File: src/rtl/bpm_pkg.sv
// Package: shared codes and error-bit indices for the bus phase monitor.
// Assumes a single-transfer bus; burst codes are treated as violations.
package bpm_pkg;

    typedef enum logic [1:0] {
        TR_IDLE   = 2'b00,
        TR_BUSY   = 2'b01,
        TR_NONSEQ = 2'b10,
        TR_SEQ    = 2'b11
    } trans_e;

    localparam int ERR_CTRL_HOLD  = 0;
    localparam int ERR_DIR_HOLD   = 1;
    localparam int ERR_WDATA_HOLD = 2;
    localparam int ERR_BAD_TYPE   = 3;
    localparam int ERR_IDLE_WAIT  = 4;
    localparam int N_ERR          = 5;

endpackage

File: src/rtl/bpm_phase_tracker.sv
// Module: bpm_phase_tracker
// Follows which transfer owns the data phase and keeps a one-cycle
// snapshot of the bus so that hold rules can compare cycle to cycle.
// Assumes mon_ready is the globally observed ready of the selected slave.
module bpm_phase_tracker
    import bpm_pkg::*;
#(
    parameter int ADDR_W = 32,
    parameter int DATA_W = 32
) (
    input  logic              clk,
    input  logic              rst_n,
    input  logic [1:0]        trans,
    input  logic [ADDR_W-1:0] addr,
    input  logic              write,
    input  logic [2:0]        size,
    input  logic [DATA_W-1:0] wdata,
    input  logic              ready,
    output logic              dp_valid,
    output logic              dp_write,
    output logic              stall_q,
    output logic              pend_q,
    output logic [1:0]        trans_q,
    output logic [ADDR_W-1:0] addr_q,
    output logic              write_q,
    output logic [2:0]        size_q,
    output logic [DATA_W-1:0] wdata_q
);

    logic start_xfer;
    assign start_xfer = (trans == TR_NONSEQ);

    // Data-phase owner: advances only when the bus is not stalled.
    always_ff @(posedge clk) begin
        if (!rst_n) begin
            dp_valid <= 1'b0;
            dp_write <= 1'b0;
        end else if (ready) begin
            dp_valid <= start_xfer;
            dp_write <= start_xfer & write;
        end
    end

    // Previous-cycle snapshot of the bus used by the hold rules.
    always_ff @(posedge clk) begin
        if (!rst_n) begin
            stall_q <= 1'b0;
            pend_q  <= 1'b0;
            trans_q <= '0;
            addr_q  <= '0;
            write_q <= 1'b0;
            size_q  <= '0;
            wdata_q <= '0;
        end else begin
            stall_q <= ~ready;
            pend_q  <= start_xfer;
            trans_q <= trans;
            addr_q  <= addr;
            write_q <= write;
            size_q  <= size;
            wdata_q <= wdata;
        end
    end

    // A stalled cycle must not move the data phase on.
    assert_stall_holds_phase_R2: assert property (@(posedge clk) disable iff (!rst_n)
        !ready |=> ($stable(dp_valid) && $stable(dp_write)));

    // A completed cycle with NONSEQ opens a data phase.
    assert_nonseq_opens_phase_R1: assert property (@(posedge clk) disable iff (!rst_n)
        (ready && trans == TR_NONSEQ) |=> dp_valid);

endmodule

File: src/rtl/bpm_rule_checks.sv
// Module: bpm_rule_checks
// Combinational rule evaluation: compares the live bus against the
// previous-cycle snapshot and the data-phase owner, one bit per rule.
// Assumes the snapshot comes from bpm_phase_tracker.
module bpm_rule_checks
    import bpm_pkg::*;
#(
    parameter int ADDR_W = 32,
    parameter int DATA_W = 32
) (
    input  logic [1:0]        trans,
    input  logic [ADDR_W-1:0] addr,
    input  logic              write,
    input  logic [2:0]        size,
    input  logic [DATA_W-1:0] wdata,
    input  logic              ready,
    input  logic              dp_valid,
    input  logic              dp_write,
    input  logic              stall_q,
    input  logic              pend_q,
    input  logic [1:0]        trans_q,
    input  logic [ADDR_W-1:0] addr_q,
    input  logic              write_q,
    input  logic [2:0]        size_q,
    input  logic [DATA_W-1:0] wdata_q,
    output logic [N_ERR-1:0]  viol
);

    logic held_addr;
    logic ctrl_moved;

    // A pending address is frozen when the previous cycle stalled it.
    always_comb begin
        held_addr  = stall_q & pend_q;
        ctrl_moved = (addr != addr_q) | (size != size_q) | (trans != trans_q);
    end

    // One violation bit per rule.
    always_comb begin
        viol                 = '0;
        viol[ERR_CTRL_HOLD]  = held_addr & ctrl_moved;
        viol[ERR_DIR_HOLD]   = held_addr & (write != write_q);
        viol[ERR_WDATA_HOLD] = stall_q & dp_valid & dp_write & (wdata != wdata_q);
        viol[ERR_BAD_TYPE]   = (trans == TR_BUSY) | (trans == TR_SEQ);
        viol[ERR_IDLE_WAIT]  = ~ready & ~dp_valid;
    end

endmodule

File: src/rtl/bpm_sticky_flags.sv
// Module: bpm_sticky_flags
// Sticky error vector: each bit sets on its violation and is cleared
// by the clear input; a same-cycle violation wins over the clear.
module bpm_sticky_flags #(
    parameter int N = 5
) (
    input  logic         clk,
    input  logic         rst_n,
    input  logic         clr,
    input  logic [N-1:0] set,
    output logic [N-1:0] flags
);

    for (genvar i = 0; i < N; i++) begin : g_bit
        // Per-bit set-dominant sticky register.
        always_ff @(posedge clk) begin
            if (!rst_n)
                flags[i] <= 1'b0;
            else if (set[i])
                flags[i] <= 1'b1;
            else if (clr)
                flags[i] <= 1'b0;
        end

        assert_flag_sticky_R8: assert property (@(posedge clk) disable iff (!rst_n)
            (flags[i] && !clr) |=> flags[i]);

        assert_flag_clear_R8: assert property (@(posedge clk) disable iff (!rst_n)
            (clr && !set[i]) |=> !flags[i]);
    end

    assert_flags_reset_R9: assert property (@(posedge clk)
        !rst_n |=> (flags == '0));

endmodule

File: src/rtl/bpm_xfer_counter.sv
// Module: bpm_xfer_counter
// Counts completed OKAY reads and writes; wraps at its width.
// Assumes dp_valid/dp_write describe the transfer in its data phase.
module bpm_xfer_counter #(
    parameter int CNT_W = 8
) (
    input  logic             clk,
    input  logic             rst_n,
    input  logic             dp_valid,
    input  logic             dp_write,
    input  logic             ready,
    input  logic             resp,
    output logic [CNT_W-1:0] rd_cnt,
    output logic [CNT_W-1:0] wr_cnt
);

    logic done_ok;
    assign done_ok = dp_valid & ready & ~resp;

    // Increment the counter matching the completing direction.
    always_ff @(posedge clk) begin
        if (!rst_n) begin
            rd_cnt <= '0;
            wr_cnt <= '0;
        end else if (done_ok) begin
            if (dp_write)
                wr_cnt <= wr_cnt + 1'b1;
            else
                rd_cnt <= rd_cnt + 1'b1;
        end
    end

    assert_no_count_in_wait_R2: assert property (@(posedge clk) disable iff (!rst_n)
        !ready |=> ($stable(rd_cnt) && $stable(wr_cnt)));

    assert_no_count_on_error_R2: assert property (@(posedge clk) disable iff (!rst_n)
        resp |=> ($stable(rd_cnt) && $stable(wr_cnt)));

    assert_read_step_R1: assert property (@(posedge clk) disable iff (!rst_n)
        (done_ok && !dp_write) |=> (rd_cnt == $past(rd_cnt) + 1'b1) && $stable(wr_cnt));

    assert_counts_reset_R9: assert property (@(posedge clk)
        !rst_n |=> (rd_cnt == '0 && wr_cnt == '0));

endmodule

File: src/rtl/bus_phase_monitor.sv
// Module: bus_phase_monitor (top)
// Passive checker for a pipelined single-transfer bus. Tracks phases,
// evaluates hold and type rules, keeps sticky flags and transfer counts.
// Assumes it observes the bus at the same clock as the subordinate.
module bus_phase_monitor
    import bpm_pkg::*;
#(
    parameter int ADDR_W = 32,
    parameter int DATA_W = 32,
    parameter int CNT_W  = 8
) (
    input  logic              clk,
    input  logic              rst_n,
    input  logic              err_clr,
    input  logic [1:0]        mon_trans,
    input  logic [ADDR_W-1:0] mon_addr,
    input  logic              mon_write,
    input  logic [2:0]        mon_size,
    input  logic [DATA_W-1:0] mon_wdata,
    input  logic              mon_ready,
    input  logic              mon_resp,
    output logic [N_ERR-1:0]  err_flags,
    output logic [CNT_W-1:0]  rd_done_cnt,
    output logic [CNT_W-1:0]  wr_done_cnt
);

    logic              dp_valid;
    logic              dp_write;
    logic              stall_q;
    logic              pend_q;
    logic [1:0]        trans_q;
    logic [ADDR_W-1:0] addr_q;
    logic              write_q;
    logic [2:0]        size_q;
    logic [DATA_W-1:0] wdata_q;
    logic [N_ERR-1:0]  viol;

    bpm_phase_tracker #(.ADDR_W(ADDR_W), .DATA_W(DATA_W)) u_track (
        .clk     (clk),
        .rst_n   (rst_n),
        .trans   (mon_trans),
        .addr    (mon_addr),
        .write   (mon_write),
        .size    (mon_size),
        .wdata   (mon_wdata),
        .ready   (mon_ready),
        .dp_valid(dp_valid),
        .dp_write(dp_write),
        .stall_q (stall_q),
        .pend_q  (pend_q),
        .trans_q (trans_q),
        .addr_q  (addr_q),
        .write_q (write_q),
        .size_q  (size_q),
        .wdata_q (wdata_q)
    );

    bpm_rule_checks #(.ADDR_W(ADDR_W), .DATA_W(DATA_W)) u_rules (
        .trans   (mon_trans),
        .addr    (mon_addr),
        .write   (mon_write),
        .size    (mon_size),
        .wdata   (mon_wdata),
        .ready   (mon_ready),
        .dp_valid(dp_valid),
        .dp_write(dp_write),
        .stall_q (stall_q),
        .pend_q  (pend_q),
        .trans_q (trans_q),
        .addr_q  (addr_q),
        .write_q (write_q),
        .size_q  (size_q),
        .wdata_q (wdata_q),
        .viol    (viol)
    );

    bpm_sticky_flags #(.N(N_ERR)) u_flags (
        .clk  (clk),
        .rst_n(rst_n),
        .clr  (err_clr),
        .set  (viol),
        .flags(err_flags)
    );

    bpm_xfer_counter #(.CNT_W(CNT_W)) u_count (
        .clk     (clk),
        .rst_n   (rst_n),
        .dp_valid(dp_valid),
        .dp_write(dp_write),
        .ready   (mon_ready),
        .resp    (mon_resp),
        .rd_cnt  (rd_done_cnt),
        .wr_cnt  (wr_done_cnt)
    );

    // A BUSY or SEQ code on the port must show up as a flag.
    assert_bad_type_flagged_R6: assert property (@(posedge clk) disable iff (!rst_n)
        (mon_trans == TR_BUSY || mon_trans == TR_SEQ) |=> err_flags[ERR_BAD_TYPE]);

    // A wait with no outstanding transfer must raise the flag.
    assert_idle_wait_flagged_R7: assert property (@(posedge clk) disable iff (!rst_n)
        (!mon_ready && !dp_valid) |=> err_flags[ERR_IDLE_WAIT]);

endmodule

File: config.mk
export PLATFORM = sky130hd
export DESIGN_NAME = bus_phase_monitor
export DESIGN_NICKNAME = d
export VERILOG_FILES = /design/src/rtl/bpm_pkg.sv /design/src/rtl/bpm_phase_tracker.sv /design/src/rtl/bpm_rule_checks.sv /design/src/rtl/bpm_sticky_flags.sv /design/src/rtl/bpm_xfer_counter.sv /design/src/rtl/bus_phase_monitor.sv
export SDC_FILE = /design/constraint.sdc
export NUM_CORES = 1
export LEC_CHECK = 0
export BUFFER_PORTS_ARGS = -buffer_cell sky130_fd_sc_hd__buf_2
export CAP_MARGIN = 5
export CORE_ASPECT_RATIO = 1.4
export CORE_UTILIZATION = 52
export CTS_CLUSTER_DIAMETER = 120
export CTS_CLUSTER_SIZE = 16
export DETAILED_ROUTE_END_ITERATION = 12
export PLACE_DENSITY = 0.85
export SYNTH_ARGS = -nofsm -noshare
export SYNTH_HDL_FRONTEND = slang
export SYNTH_SLANG_ARGS = --single-unit
File: constraint.sdc
create_clock -name clk -period 1.8 [get_ports clk]
set_clock_uncertainty 0.15 [all_clocks]
set_input_delay 0.09 -clock clk [delete_from_list [all_inputs] [get_ports clk]]
set_output_delay 0.09 -clock clk [all_outputs]
set_load 0.005 [all_outputs]
== Word-level counts from Yosys, hierarchy flattened ==
Cells that the tools add are included.

* Add/sub/neg operators: 2
* $mul: 0
* Divide/modulo/power cells: 0
* Order comparisons: 0
* Eq/ne operators: 8
* Shift operators: 0
* Multiplexer cells: 6
* Bitwise gates (word level): 17
* Reductions and logical operators: 7

{| class="wikitable"
|+ Operators by type and width
! cell !! number
|-
| 32-bit inequality test || 2
|-
| 8-bit by 1-bit adder with 8-bit output, second input constant || 2
|-
| 1-bit AND || 10
|-
| 2-bit nonzero test || 5
|-
| 1-bit 2-to-1 mux || 6
|-
| 2-bit == test, second input constant || 2
|-
| 1-bit inverter || 4
|-
| 2-bit AND reduction || 2
|-
| 3-bit inequality test || 1
|-
| 1-bit OR || 3
|-
| 2-bit by 1-bit == test with 1-bit output, second input constant || 1
|-
| 2-bit inequality test || 1
|-
| 1-bit inequality test || 1
|}

* Flip-flop bits (word level): 95
* Bits in latches: 0
* RAM bits: 0
* ROM bits: 0
* Input bits: 75
* Logic and storage cells: 56
* Memories: 0

== Logic depth before layout (Yosys ltp) ==
Gate-level depths: netlist (run 1).

* Depth in word-level cells: 5
* Gate-level depth with buffers: 6
* Mapped depth without buffers: 5

== Modules after synthesis ==
A second synthesis (run 1) with hierarchy kept.

* Cell total of the unflattened synthesis: 357
* Area total of the unflattened synthesis: 3,774.9 um2

{| class="wikitable"
|+ By module, submodules not included
! module !! instances !! cells an instance !! area an instance (um2) !! seq. area each (um2)
|-
| bpm_phase_tracker || 1 || 160 || 2,062.0 || 1,481.4
|-
| bpm_rule_checks || 1 || 99 || 779.5 || 0.0
|-
| bpm_xfer_counter || 1 || 83 || 764.5 || 320.3
|-
| bpm_sticky_flags || 1 || 15 || 168.9 || 100.1
|}

== Least setup slack after synthesis (run 1) ==
OpenSTA, ideal clock, no wires.

* Path type: flip-flop to flip-flop
* Start: register u_track.dp_write
* End: register u_count.rd_cnt[5]
* Setup time: 115 ps
* Arrival time: 1,248 ps
* Required time: 1,535 ps
* Path slack: 287 ps
* Stages on the path, launching flop included: 7
* Buffers on the path: 1
* Period minus slack after synthesis: 1,513 ps
* Cell sequence: dfxtp_1 and4bb_1 buf_4 and4_4 nand3_2 xnor2_1 and2_1

* Word-level cells in the longest chain between the ends: 2

{| class="wikitable"
|+ Ends and longest elaborated chain
! item !! RTL line !! RTL
|-
| start: declaration || bpm_phase_tracker.sv:20 || <nowiki>output logic dp_write,</nowiki>
|-
| start signal: assignment || bpm_phase_tracker.sv:40 || <nowiki>dp_write <= start_xfer & write;</nowiki>
|-
| 1-bit inverter (no source line) || -- ||
|-
| 2-bit AND reduction (no source line) || -- ||
|-
| end signal: assignment || bpm_xfer_counter.sv:29 || <nowiki>rd_cnt <= rd_cnt + 1'b1;</nowiki>
|-
| end: declaration || bpm_xfer_counter.sv:13 || <nowiki>output logic [CNT_W-1:0] rd_cnt,</nowiki>
|}

No other way between the ends.
A chain may end at the register's enable or synchronous reset.

== Worst setup path after layout (run 1) ==
* Start: input mon_size[0]
* End: register u_flags.flags[0]

* Word-level cells in the longest chain between the ends: 5
* Elaborated cells between the ends (all ways): 6

{| class="wikitable"
|+ Ends and longest elaborated chain
! item !! RTL line !! RTL
|-
| start: declaration || bus_phase_monitor.sv:18 || <nowiki>input logic [2:0] mon_size,</nowiki>
|-
| 3-bit inequality test * || bpm_rule_checks.sv:35 || <nowiki>ctrl_moved = (addr != addr_q) | (size != size_q) | (trans != trans_q);</nowiki>
|-
| 1-bit OR * (2 in a row) || bpm_rule_checks.sv:35 ||
|-
| 1-bit AND * || bpm_rule_checks.sv:41 || <nowiki>viol[ERR_CTRL_HOLD] = held_addr & ctrl_moved;</nowiki>
|-
| 1-bit 2-to-1 mux or 2-bit nonzero test (tied branches) || -- ||
|-
| end signal: indexed assignment || bpm_sticky_flags.sv:18 || <nowiki>flags[i] <= 1'b0;</nowiki>
|-
| end signal: indexed assignment || bpm_sticky_flags.sv:20 || <nowiki>flags[i] <= 1'b1;</nowiki>
|-
| end signal: indexed assignment || bpm_sticky_flags.sv:22 || <nowiki>flags[i] <= 1'b0;</nowiki>
|-
| end: declaration || bpm_sticky_flags.sv:11 || <nowiki>output logic [N-1:0] flags</nowiki>
|}

Mark *: on every way between the ends. The rest lies on a longest branch, timed or not.

==> results of run 1 <==
[cell families after synthesis]
logic type,share of synthesized area (%)
flops,52.0
xor+xnor,20.1
fa+ha+maj,0.684
mux,0.548
simple gates,23.7
compound gates,1.27
buf+inv,1.64
[power by group through the flow]
stage	registers (uW)	clock network [uW]	logic (uW)
finish	2240	1470	489
global route	2240	1570	534
CTS	2230	1470	467
detailed placement	2280	0	342
global placement	2280	0	330
floorplan	2270	0	191
[metal layers]
layer,up-vias,part of all wire [%],track usage [%]
met5,-,0,0
met4,0,2.9,11.6
met3,25,4.2,6.47
met2,93,53,50.8
met1,1370,39,27.7
li1,1441,-,-
[state kept, by name, summed over array words and instances, names as in the netlist]
name / count
u_flags.flags: 5
u_count.rd_cnt: 8
u_track.wdata_q: 32
u_track.pend_q: 1
u_track.trans_q: 2
u_track.dp_write: 1
u_track.write_q: 1
u_count.wr_cnt: 8
u_track.size_q: 3
u_track.addr_q: 32
u_track.stall_q: 1
u_track.dp_valid: 1
[synth_stat cells (3+ instances only)]
library cell | count | share of area (%)
xnor2_1 | 13 | 3.1
nor4_1 | 16 | 2.7
nor2b_1 | 5 | 0.86
xor2_1 | 71 | 17
dfxtp_1 | 95 | 52
and2_1 | 85 | 15
clkbuf_1 | 10 | 1.0
o21ai_0 | 3 | 0.41
nand2_1 | 6 | 0.62
nand4_1 | 9 | 1.5
nand3_2 | 4 | 1.1
[worst max-delay path: stages]
cell and delay, ns:
dlygate4sd3_1 0.57, buf_2 0.15, xor2_1 0.14, nor4_1 0.36, nand4_1 0.17, nor3_1 0.14, o21ai_0 0.11
[final cells by class]
| type | instances | area [sq um] | share of cell area (%) |
|---|---|---|---|
| Sequential cell | 95 | 1900 | 36.8 |
| Multi-Input combinational cell | 232 | 1690 | 32.8 |
| Timing Repair Buffer | 172 | 1240 | 23.9 |
| Clock buffer | 12 | 155 | 3.00 |
| Tap cell | 92 | 115 | 2.23 |
| Clock inverter | 4 | 53.8 | 1.04 |
| Inverter | 2 | 7.51 | 0.145 |
[through the flow]
stage	cells	worst slack (ns)	utilization [%]
after floorplan	341	0.287	-
after CTS	609	0.215	77.1
final	609	0.173	77.1
after global placement	520	0.295	63.0
after global routing	609	0.122	77.1
after detailed placement	520	0.283	63.0
[worst min path at each step]
stage                               end  slack (ns)          start
floorplan                u_track.pend_q        0.02   mon_trans[0]
global placement    u_track.wdata_q[16]        0.17  mon_wdata[16]
detailed placement    u_track.addr_q[7]        0.17    mon_addr[7]
CTS                   u_count.wr_cnt[1]        0.27       mon_resp
global route          u_count.wr_cnt[1]        0.29       mon_resp
finish                u_count.wr_cnt[1]        0.28       mon_resp
==> impl_metrics.tcl, run 1 <==
set metrics [dict create \
    outcome "finished, final reports clean" \
    dieArea_sq_um 7370 \
    cts_setup_buffers 0 \
    synth_fp_nets 418 \
    via_count 2929 \
    path_clk_slew_ns 0.10 \
    syn_area_sq_um 3660 \
    min_path_cells 5 \
    ys_async_sr_fraction_pct 0 \
    syn_inst 341 \
    clockBufferDepth 2 \
    totalPowerFinal_uw 4200 \
    syn_area_per_cell_sq_um 10.7 \
    rr_worst_depth 5 \
    die_x_um 72.9 \
    final_cell_mix "buf_2, dfxtp_1, and2_1" \
    synth_cell_types 26 \
    ys.flop_type "dfxtp_1" \
    core.rowCount 35 \
    grt_pass1_vias 3184 \
    crit_start "mon_size[0]" \
    antenna_cells 0 \
    fmax_mhz 615 \
    track_usage_pct 26.9 \
    p_int_uw 3200 \
    nFillCells 425 \
    clock-root-buffer "clkbuf_8" \
    comb_power_share_pct 11.6 \
    power.clock.fraction_pct 35.1 \
    tightest_slew_ns 0.398 \
    drt-total-wl_um 9240 \
    hp-class "primary input to flop" \
    p_switching_uw 998 \
    postRouteAntennaNets 0 \
    crit_end "u_flags.flags[0]" \
    placed_area_sq_um 4220 \
    globalplace.congestion 0.759 \
    hpwl_um 5230 \
    min_period_ns 1.63 \
    swShare_pct 23.8 \
    p_per_area_nw_per_um2 813 \
    start_util_pct 54.6 \
    synth-edff-count 0 \
    cts_buffers 9 \
    tns_ns 0 \
    cts_tree "yes" \
    fin_crit_sh_pct 90.4 \
    grt_max_degree 47 \
    crit_path_start_kind "primary input" \
    drc 0 \
    path_max_fanout 2 \
    r2r_start "u_track.wdata_q[8]" \
    ir_drop_mv 0.608 \
    maxCapViolCount 0 \
    worstSetupPathType "primary input to flop" \
    hold_ws_ns 0.279 \
    finalSetupViolCount 0 \
    design.core.area_sq_um 6700 \
    ctsResizeCount 0 \
    synth-seq-area-share_pct 52.0 \
    drtIter0Drc 137 \
    end_kind "flop" \
    final_area_sq_um 5160 \
    ys_ff_latch 95 \
    drt-pass1-iter-count 4 \
    report.final.hold_viol_count 0 \
    grt_pass1_wl_um 14800 \
    layout-drive-gt1-share_pct 23.4 \
    p_leak_uw 0.00239 \
    slew_headroom_pct 73.2 \
    portBuffers 95 \
    clkLatencyLatePin_ns 0.36 \
    holdBufCountCts 73 \
    antenna_found_initial 0 \
    reg2reg_to "u_flags.flags[2]" \
    avgRoutedWirePerCell_um 15.2 \
    rrSetupSlack_ns 0.25 \
    h-tree-depth 3 \
    die_y_um 101 \
    via_per_inst 4.81 \
    rsz0062_at_grt "false" \
    yosysWarnings 0 \
    num_io_pins 96 \
    clock-sinks 95 \
    p_seq_share_pct 53.3 \
    syn2layout_area_growth_pct 41.2 \
    cp_data_required_time_ns 1.90 \
    critPathArrivalTime_ns 1.73 \
    slew_viol_final 0 \
    overflow 0 \
    nNetsFinal 589 \
]
No activity file was read; power rests on OpenSTA's default activity.
==> run 2: changes to the inputs <==
--- a/config.mk
+++ b/config.mk
@@ -12,7 +12,8 @@
 export CTS_CLUSTER_DIAMETER = 120
 export CTS_CLUSTER_SIZE = 16
 export DETAILED_ROUTE_END_ITERATION = 12
-export PLACE_DENSITY = 0.85
+export PLACE_DENSITY = 0.84
 export SYNTH_ARGS = -nofsm -noshare
 export SYNTH_HDL_FRONTEND = slang
+export SYNTH_HIERARCHICAL = 1
 export SYNTH_SLANG_ARGS = --single-unit
==> run 2 against run 1 <==
  * Final area is 2.9% higher
  * Wire length is 0.83% higher
  * Clock power is 8% lower
  * Final cell count is 4.8% higher
  * Flip-flop and latch count stayed put
  * Sequential power hardly changed
  * Combinational power is 12% higher
  * Global-route usage is 1.6 points lower
  * Largest cell class unchanged
  * Largest power group unchanged
==> impl_metrics.tcl, run 2 <==
set metrics [dict create \
    end_kind "flop" \
    min_path_cells 4 \
    slowest_stage "dlygate4sd3_1" \
    r2r_start "u_track/addr_q[27]" \
    synth_fp_nets 434 \
    rr_worst_depth 5 \
    rsz0062_at_grt "false" \
    top_regs "u_track/addr_q (32), u_track/wdata_q (32)" \
    dieArea_sq_um 7610 \
    cts_buffers 9 \
    drc 0 \
    outcome "finished, final reports clean" \
    worstSetupPathType "primary input to flop" \
    ys_async_sr_fraction_pct 0 \
    globalplace.congestion 0.746 \
    synth-edff-count 0 \
    grt_pass1_vias 3211 \
    final_area_sq_um 5310 \
    critPathArrivalTime_ns 1.83 \
    core.rowCount 36 \
    maxCapViolCount 0 \
    path_clk_slew_ns 0.08 \
    clock-root-buffer "clkbuf_8" \
    synth_cell_types 33 \
    overflow 0 \
    syn2layout_area_growth_pct 40.8 \
    clockBufferDepth 2 \
    slowest_delay_ns 0.55 \
    grt_pass1_wl_um 14200 \
    antenna_cells 0 \
    clock-sinks 95 \
    finalSetupViolCount 0 \
    syn_inst 357 \
    final_cell_mix "buf_2, dfxtp_1, dlygate4sd3_1" \
    ys_ff_latch 95 \
    avgRoutedWirePerCell_um 14.6 \
    cp_cell_sequence "dlygate4sd3_1, buf_2, xnor2_1, nand4_1, nor4_1, a31oi_1, o21a_1" \
    layout-drive-gt1-share_pct 21.5 \
    fmax_mhz 581 \
    report.final.hold_viol_count 0 \
    die_y_um 103 \
    design.core.area_sq_um 6980 \
    via_per_inst 4.87 \
    min_period_ns 1.72 \
    nNetsFinal 615 \
    synth_top_area_cell "dfxtp_1" \
    postRouteAntennaNets 0 \
    clkLatencyLatePin_ns 0.36 \
    syn_area_sq_um 3770 \
    track_usage_pct 25.3 \
    p_per_area_nw_per_um2 778 \
    path_max_fanout 2 \
    drt-pass1-iter-count 4 \
    ir_drop_mv 0.519 \
    start_util_pct 54.1 \
    syn_area_per_cell_sq_um 10.6 \
    yosys-top-cells-count "dfxtp_1, and2_1, xnor2_1" \
    crit_path_start_kind "primary input" \
    portBuffers 95 \
    yosysWarnings 6 \
    num_io_pins 96 \
    synth_top_area_share_pct 50.4 \
    antenna_found_initial 0 \
    synth_most_common_cell "dfxtp_1" \
    worstHoldEndpoint "u_count/wr_cnt[4]" \
    synth_area_leaders "dfxtp_1, xnor2_1, and2_1, nand4_1, buf_6" \
    tns_ns 0 \
    cts_setup_buffers 0 \
    hpwl_um 5210 \
    drtIter0Drc 61 \
    hp-class "primary input to flop" \
    hold_start "mon_resp" \
    fin_crit_sh_pct 95.6 \
    h-tree-depth 3 \
    cp_data_required_time_ns 1.91 \
    die_x_um 74.0 \
    drt-total-wl_um 9320 \
    nFillCells 460 \
    reg2reg_to "u_flags/flags[0]" \
    cts_tree "yes" \
    ys.flop_type "dfxtp_1" \
    grt_max_degree 49 \
    placed_area_sq_um 4280 \
    via_count 3110 \
    slew_viol_final 0 \
    rrSetupSlack_ns 0.16 \
    synth-seq-area-share_pct 50.4 \
    totalPowerFinal_uw 4140 \
    tightest_slew_ns 0.463 \
    p_leak_uw 0.00216 \
    slew_headroom_pct 68.9 \
]
[run 2: final cells by class]
cell class              instances  area (sq um)  share of cell area, %
clock inverters                 2          12.5                  0.235
flip-flops and latches         95          1900                   35.8
inverters                       4          15.0                  0.283
repair buffers                182          1340                   25.2
multi-input cells             246          1740                   32.8
well taps                      95           119                   2.24
clock buffers                  14           183                   3.44
[run 2: cells by family after synthesis]
group | Yosys count | synth area share [%]
buffers and inverters | 16 | 3.41
AND/OR/NAND/NOR | 138 | 23.1
XOR/XNOR | 72 | 16.7
flip-flops | 95 | 50.4
multiplexers | 3 | 0.796
AO/OA/AOI/OAI | 31 | 4.94
adder cells (fa/ha/maj) | 2 | 0.663
[run 2: power breakdown]
group / internal [uW] / switching (uW) / leakage (uW)
Clock: 652 / 699 / 0.0000987
Combinational: 341 / 208 / 0.00128
Sequential: 2190 / 44.3 / 0.000786
Total: 3180 / 951 / 0.00216
[run 2: what timing repair did]
item / 4_1_cts / 5_1_grt
gates resized for setup: 0 / 0
hold buffers: 84 / 0
setup endpoints to repair: 0 / 0
hold endpoints to repair: 80 / 0
[run 2: routing by layer]
metal	vias up	GRT usage, %	wire [um]	part of all wire (%)
met5	-	0	0	0
met4	0	14.3	340	3.6
met3	30	6.16	394	4.2
met2	81	47.7	5130	55
met1	1458	24.4	3460	37
li1	1541	-	-	-
[run 2: critical path, delay by kind of cell]
kind / cells / cell delay, ns
buffers and inverters: 2 / 0.69
AOI/OAI and AO/OA: 2 / 0.34
and+or+nand+nor: 2 / 0.58
xor gates and xnor gates: 1 / 0.14
[run 2: per-stage QoR]
stage	util [%]	hold slack [ns]	setup WS [ns]	std cells
floorplan	-	0.0116	0.343	357
global placement	61.3	0.171	0.125	538
detailed placement	61.3	0.177	0.131	538
CTS	76.1	0.0241	0.0789	638
global route	76.1	0.0525	0.0308	638
finish	76.1	0.0426	0.0792	638
[run 2: worst max path at each step]
stage	startpoint	end	cells after the start	slack (ns)
floorplan	u_count/rd_cnt[0]	u_count/rd_cnt[6]	4	0.34
global placement	u_track/addr_q[10]	u_flags/flags[0]	5	0.12
detailed placement	u_track/addr_q[18]	u_flags/flags[0]	5	0.13
CTS	mon_addr[18]	u_flags/flags[0]	7	0.08
global route	mon_addr[31]	u_flags/flags[0]	7	0.03
finish	mon_addr[18]	u_flags/flags[0]	7	0.08
==> run 3: changes to the inputs <==
--- a/config.mk
+++ b/config.mk
@@ -8,11 +8,11 @@
 export BUFFER_PORTS_ARGS = -buffer_cell sky130_fd_sc_hd__buf_2
 export CAP_MARGIN = 5
 export CORE_ASPECT_RATIO = 1.4
-export CORE_UTILIZATION = 52
+export CORE_UTILIZATION = 55
 export CTS_CLUSTER_DIAMETER = 120
 export CTS_CLUSTER_SIZE = 16
 export DETAILED_ROUTE_END_ITERATION = 12
-export PLACE_DENSITY = 0.84
+export PLACE_DENSITY = 0.88
 export SYNTH_ARGS = -nofsm -noshare
 export SYNTH_HDL_FRONTEND = slang
 export SYNTH_HIERARCHICAL = 1
==> constraint.sdc (replaced) <==
create_clock -name clk -period 2 [get_ports clk]
set_clock_uncertainty 0.15 [all_clocks]
set_input_delay 0.1 -clock clk [delete_from_list [all_inputs] [get_ports clk]]
set_output_delay 0.1 -clock clk [all_outputs]
set_load 0.005 [all_outputs]
==> run 3 against run 2 <==
  * Total power down 6.0%
  * First-iteration DRC count up 84%
  * Critical path depth down 2
  * Via count down 0.32%
  * Wire length down 1.9%
  * Sequential power down 10%
  * Setup slack better by 0.10 ns
  * Die area down 5.3%
  * Flip-flop and latch count unchanged
  * Register-to-register slack better by 0.08 ns
  * Final cell count down 1.7%
  * Sequential share of layout area up 0.32 points
==> impl_metrics.tcl, run 3 (synthesis gave the netlist of run 2 again) <==
set metrics [dict create \
    worstSetupPathType "primary input to flop" \
    highest_layer "met4" \
    cp_cell_sequence "dlygate4sd3_1, buf_2, buf_6, o21a_1, dlygate4sd3_1" \
    cp_common_cell "dlygate4sd3_1" \
    hpwl_um 5010 \
    cts_buffers 9 \
    power.clock.fraction_pct 35.7 \
    slew_headroom_pct 69.7 \
    top_regs "u_track/addr_q (32), u_track/wdata_q (32)" \
    fmax_mhz 550 \
    multi_input_area_sq_um 1740 \
    antenna_found_initial 0 \
    antenna_cells 0 \
    critPathArrivalTime_ns 1.96 \
    grt_pass1_vias 3153 \
    globalplace.congestion 0.776 \
    drt-met1-wl_um 3450 \
    final_core_util_pct 79.6 \
    timing.critical_path.buf_inv 4 \
    slowest_stage "dlygate4sd3_1" \
    path_clk_slew_ns 0.09 \
    portBuffers 95 \
    maxCapViolCount 0 \
    end_kind "flop" \
    clock-root-buffer "clkbuf_8" \
    design.core.area_sq_um 6610 \
    outcome "finished, final reports clean" \
    tightest_slew_ns 0.454 \
    p_seq_share_pct 51.8 \
    wl_met2_um 5050 \
    cp_data_required_time_ns 2.14 \
    grt_pass1_wl_um 14200 \
    grt_max_degree 76 \
    avgRoutedWirePerCell_um 14.6 \
    report.final.hold_viol_count 0 \
    drc 0 \
    slew_viol_final 0 \
    drt-total-wl_um 9140 \
    p_switching_uw 901 \
    via_count 3100 \
    die_x_um 72.0 \
    seqCellArea_sq_um 1900 \
    die_y_um 100 \
    final_cell_mix "buf_2, dfxtp_1, dlygate4sd3_1" \
    layout-drive-gt1-share_pct 21.5 \
    hp-class "primary input to flop" \
    critical-path-top-delay-family "buffers and inverters" \
    track_usage_pct 26.2 \
    nNetsFinal 607 \
    drt-pass1-iter-count 4 \
    via_per_inst 4.94 \
    p_int_uw 2990 \
    clockBufferDepth 2 \
    ir_drop_mv 0.541 \
    swShare_pct 23.2 \
    finalSetupViolCount 0 \
    crit_path_start_kind "primary input" \
    clkLatencyLatePin_ns 0.35 \
    h-tree-depth 3 \
    p_leak_uw 0.00213 \
    path_max_fanout 75 \
    postRouteAntennaNets 0 \
    dieArea_sq_um 7200 \
    route.met3.wl_um 351 \
    num_io_pins 96 \
    syn2layout_area_growth_pct 39.5 \
    overflow 0 \
    slowest_delay_ns 0.55 \
    fin_crit_sh_pct 91.0 \
    start_util_pct 57.1 \
    min_period_ns 1.82 \
    rsz0062_at_grt "false" \
    cts_tree "yes" \
    nFillCells 380 \
    tns_ns 0 \
    comb_power_share_pct 12.5 \
    clock-sinks 95 \
    p_per_area_nw_per_um2 738 \
    drtIter0Drc 112 \
    core.rowCount 35 \
]
[run 3: worst reg2reg max path: stages, from the launching register on]
cell,delay (ns)
dfxtp_1,0.45
nand4b_2,0.33
or4_1,0.61
a21oi_1,0.17
[run 3: layout make-up]
| cell class | count | share of cell area (%) |
|---|---|---|
| clock buffer | 10 | 2.42 |
| timing repair buffer | 174 | 24.1 |
| tap | 92 | 2.19 |
| clock inverter | 6 | 1.81 |
| inverter | 4 | 0.285 |
| sequential | 95 | 36.1 |
| multi-input combinational | 246 | 33.1 |
[run 3: what timing repair did]
item                                    in CTS  in global routing
hold buffers                                78                  0
resized for setup                            0                  1
setup buffers                                0                  0
endpoints found under the setup margin       0                  1
endpoints found under the hold margin       80                  0
[run 3: per-stage QoR]
stage          area, sq um  std cells  total power (uW)  setup slack [ns]  hold WS, ns
2_1_floorplan         3770        357              2270             0.543       0.0216
3_3_place_gp          4260        533              2380             0.327        0.181
3_5_place_dp          4260        533              2400             0.279        0.186
4_1_cts               5260        627              3880            0.0988       0.0876
5_1_grt               5270        627              4020             0.122        0.142
6_report              5270        627              3890             0.180       0.0967
[run 3: worst paths after layout]
check                                        from           endpoint  slack (ns)  cells past startpoint
worst min register to register  u_count/wr_cnt[7]  u_count/wr_cnt[7]        0.32                      2
worst max register to register   u_track/dp_valid  u_count/wr_cnt[6]        0.24                      3
worst min-delay path                     mon_resp  u_count/rd_cnt[0]         0.1                      4
worst max-delay path                        rst_n   u_flags/flags[3]        0.18                      5
[run 3: per-layer routing]
metal	track usage, %	vias up
met5	0	-
met4	14.0	0
met3	5.12	23
met2	51.8	84
met1	24.4	1459
li1	-	1534
[run 3: power groups by stage]
stage | Sequential, uW | Combinational, uW | Clock, uW
5_1_grt | 2020 | 523 | 1480
3_5_place_dp | 2060 | 345 | 0
2_1_floorplan | 2050 | 220 | 0
6_report | 2010 | 485 | 1390
3_3_place_gp | 2050 | 331 | 0
4_1_cts | 2010 | 466 | 1400
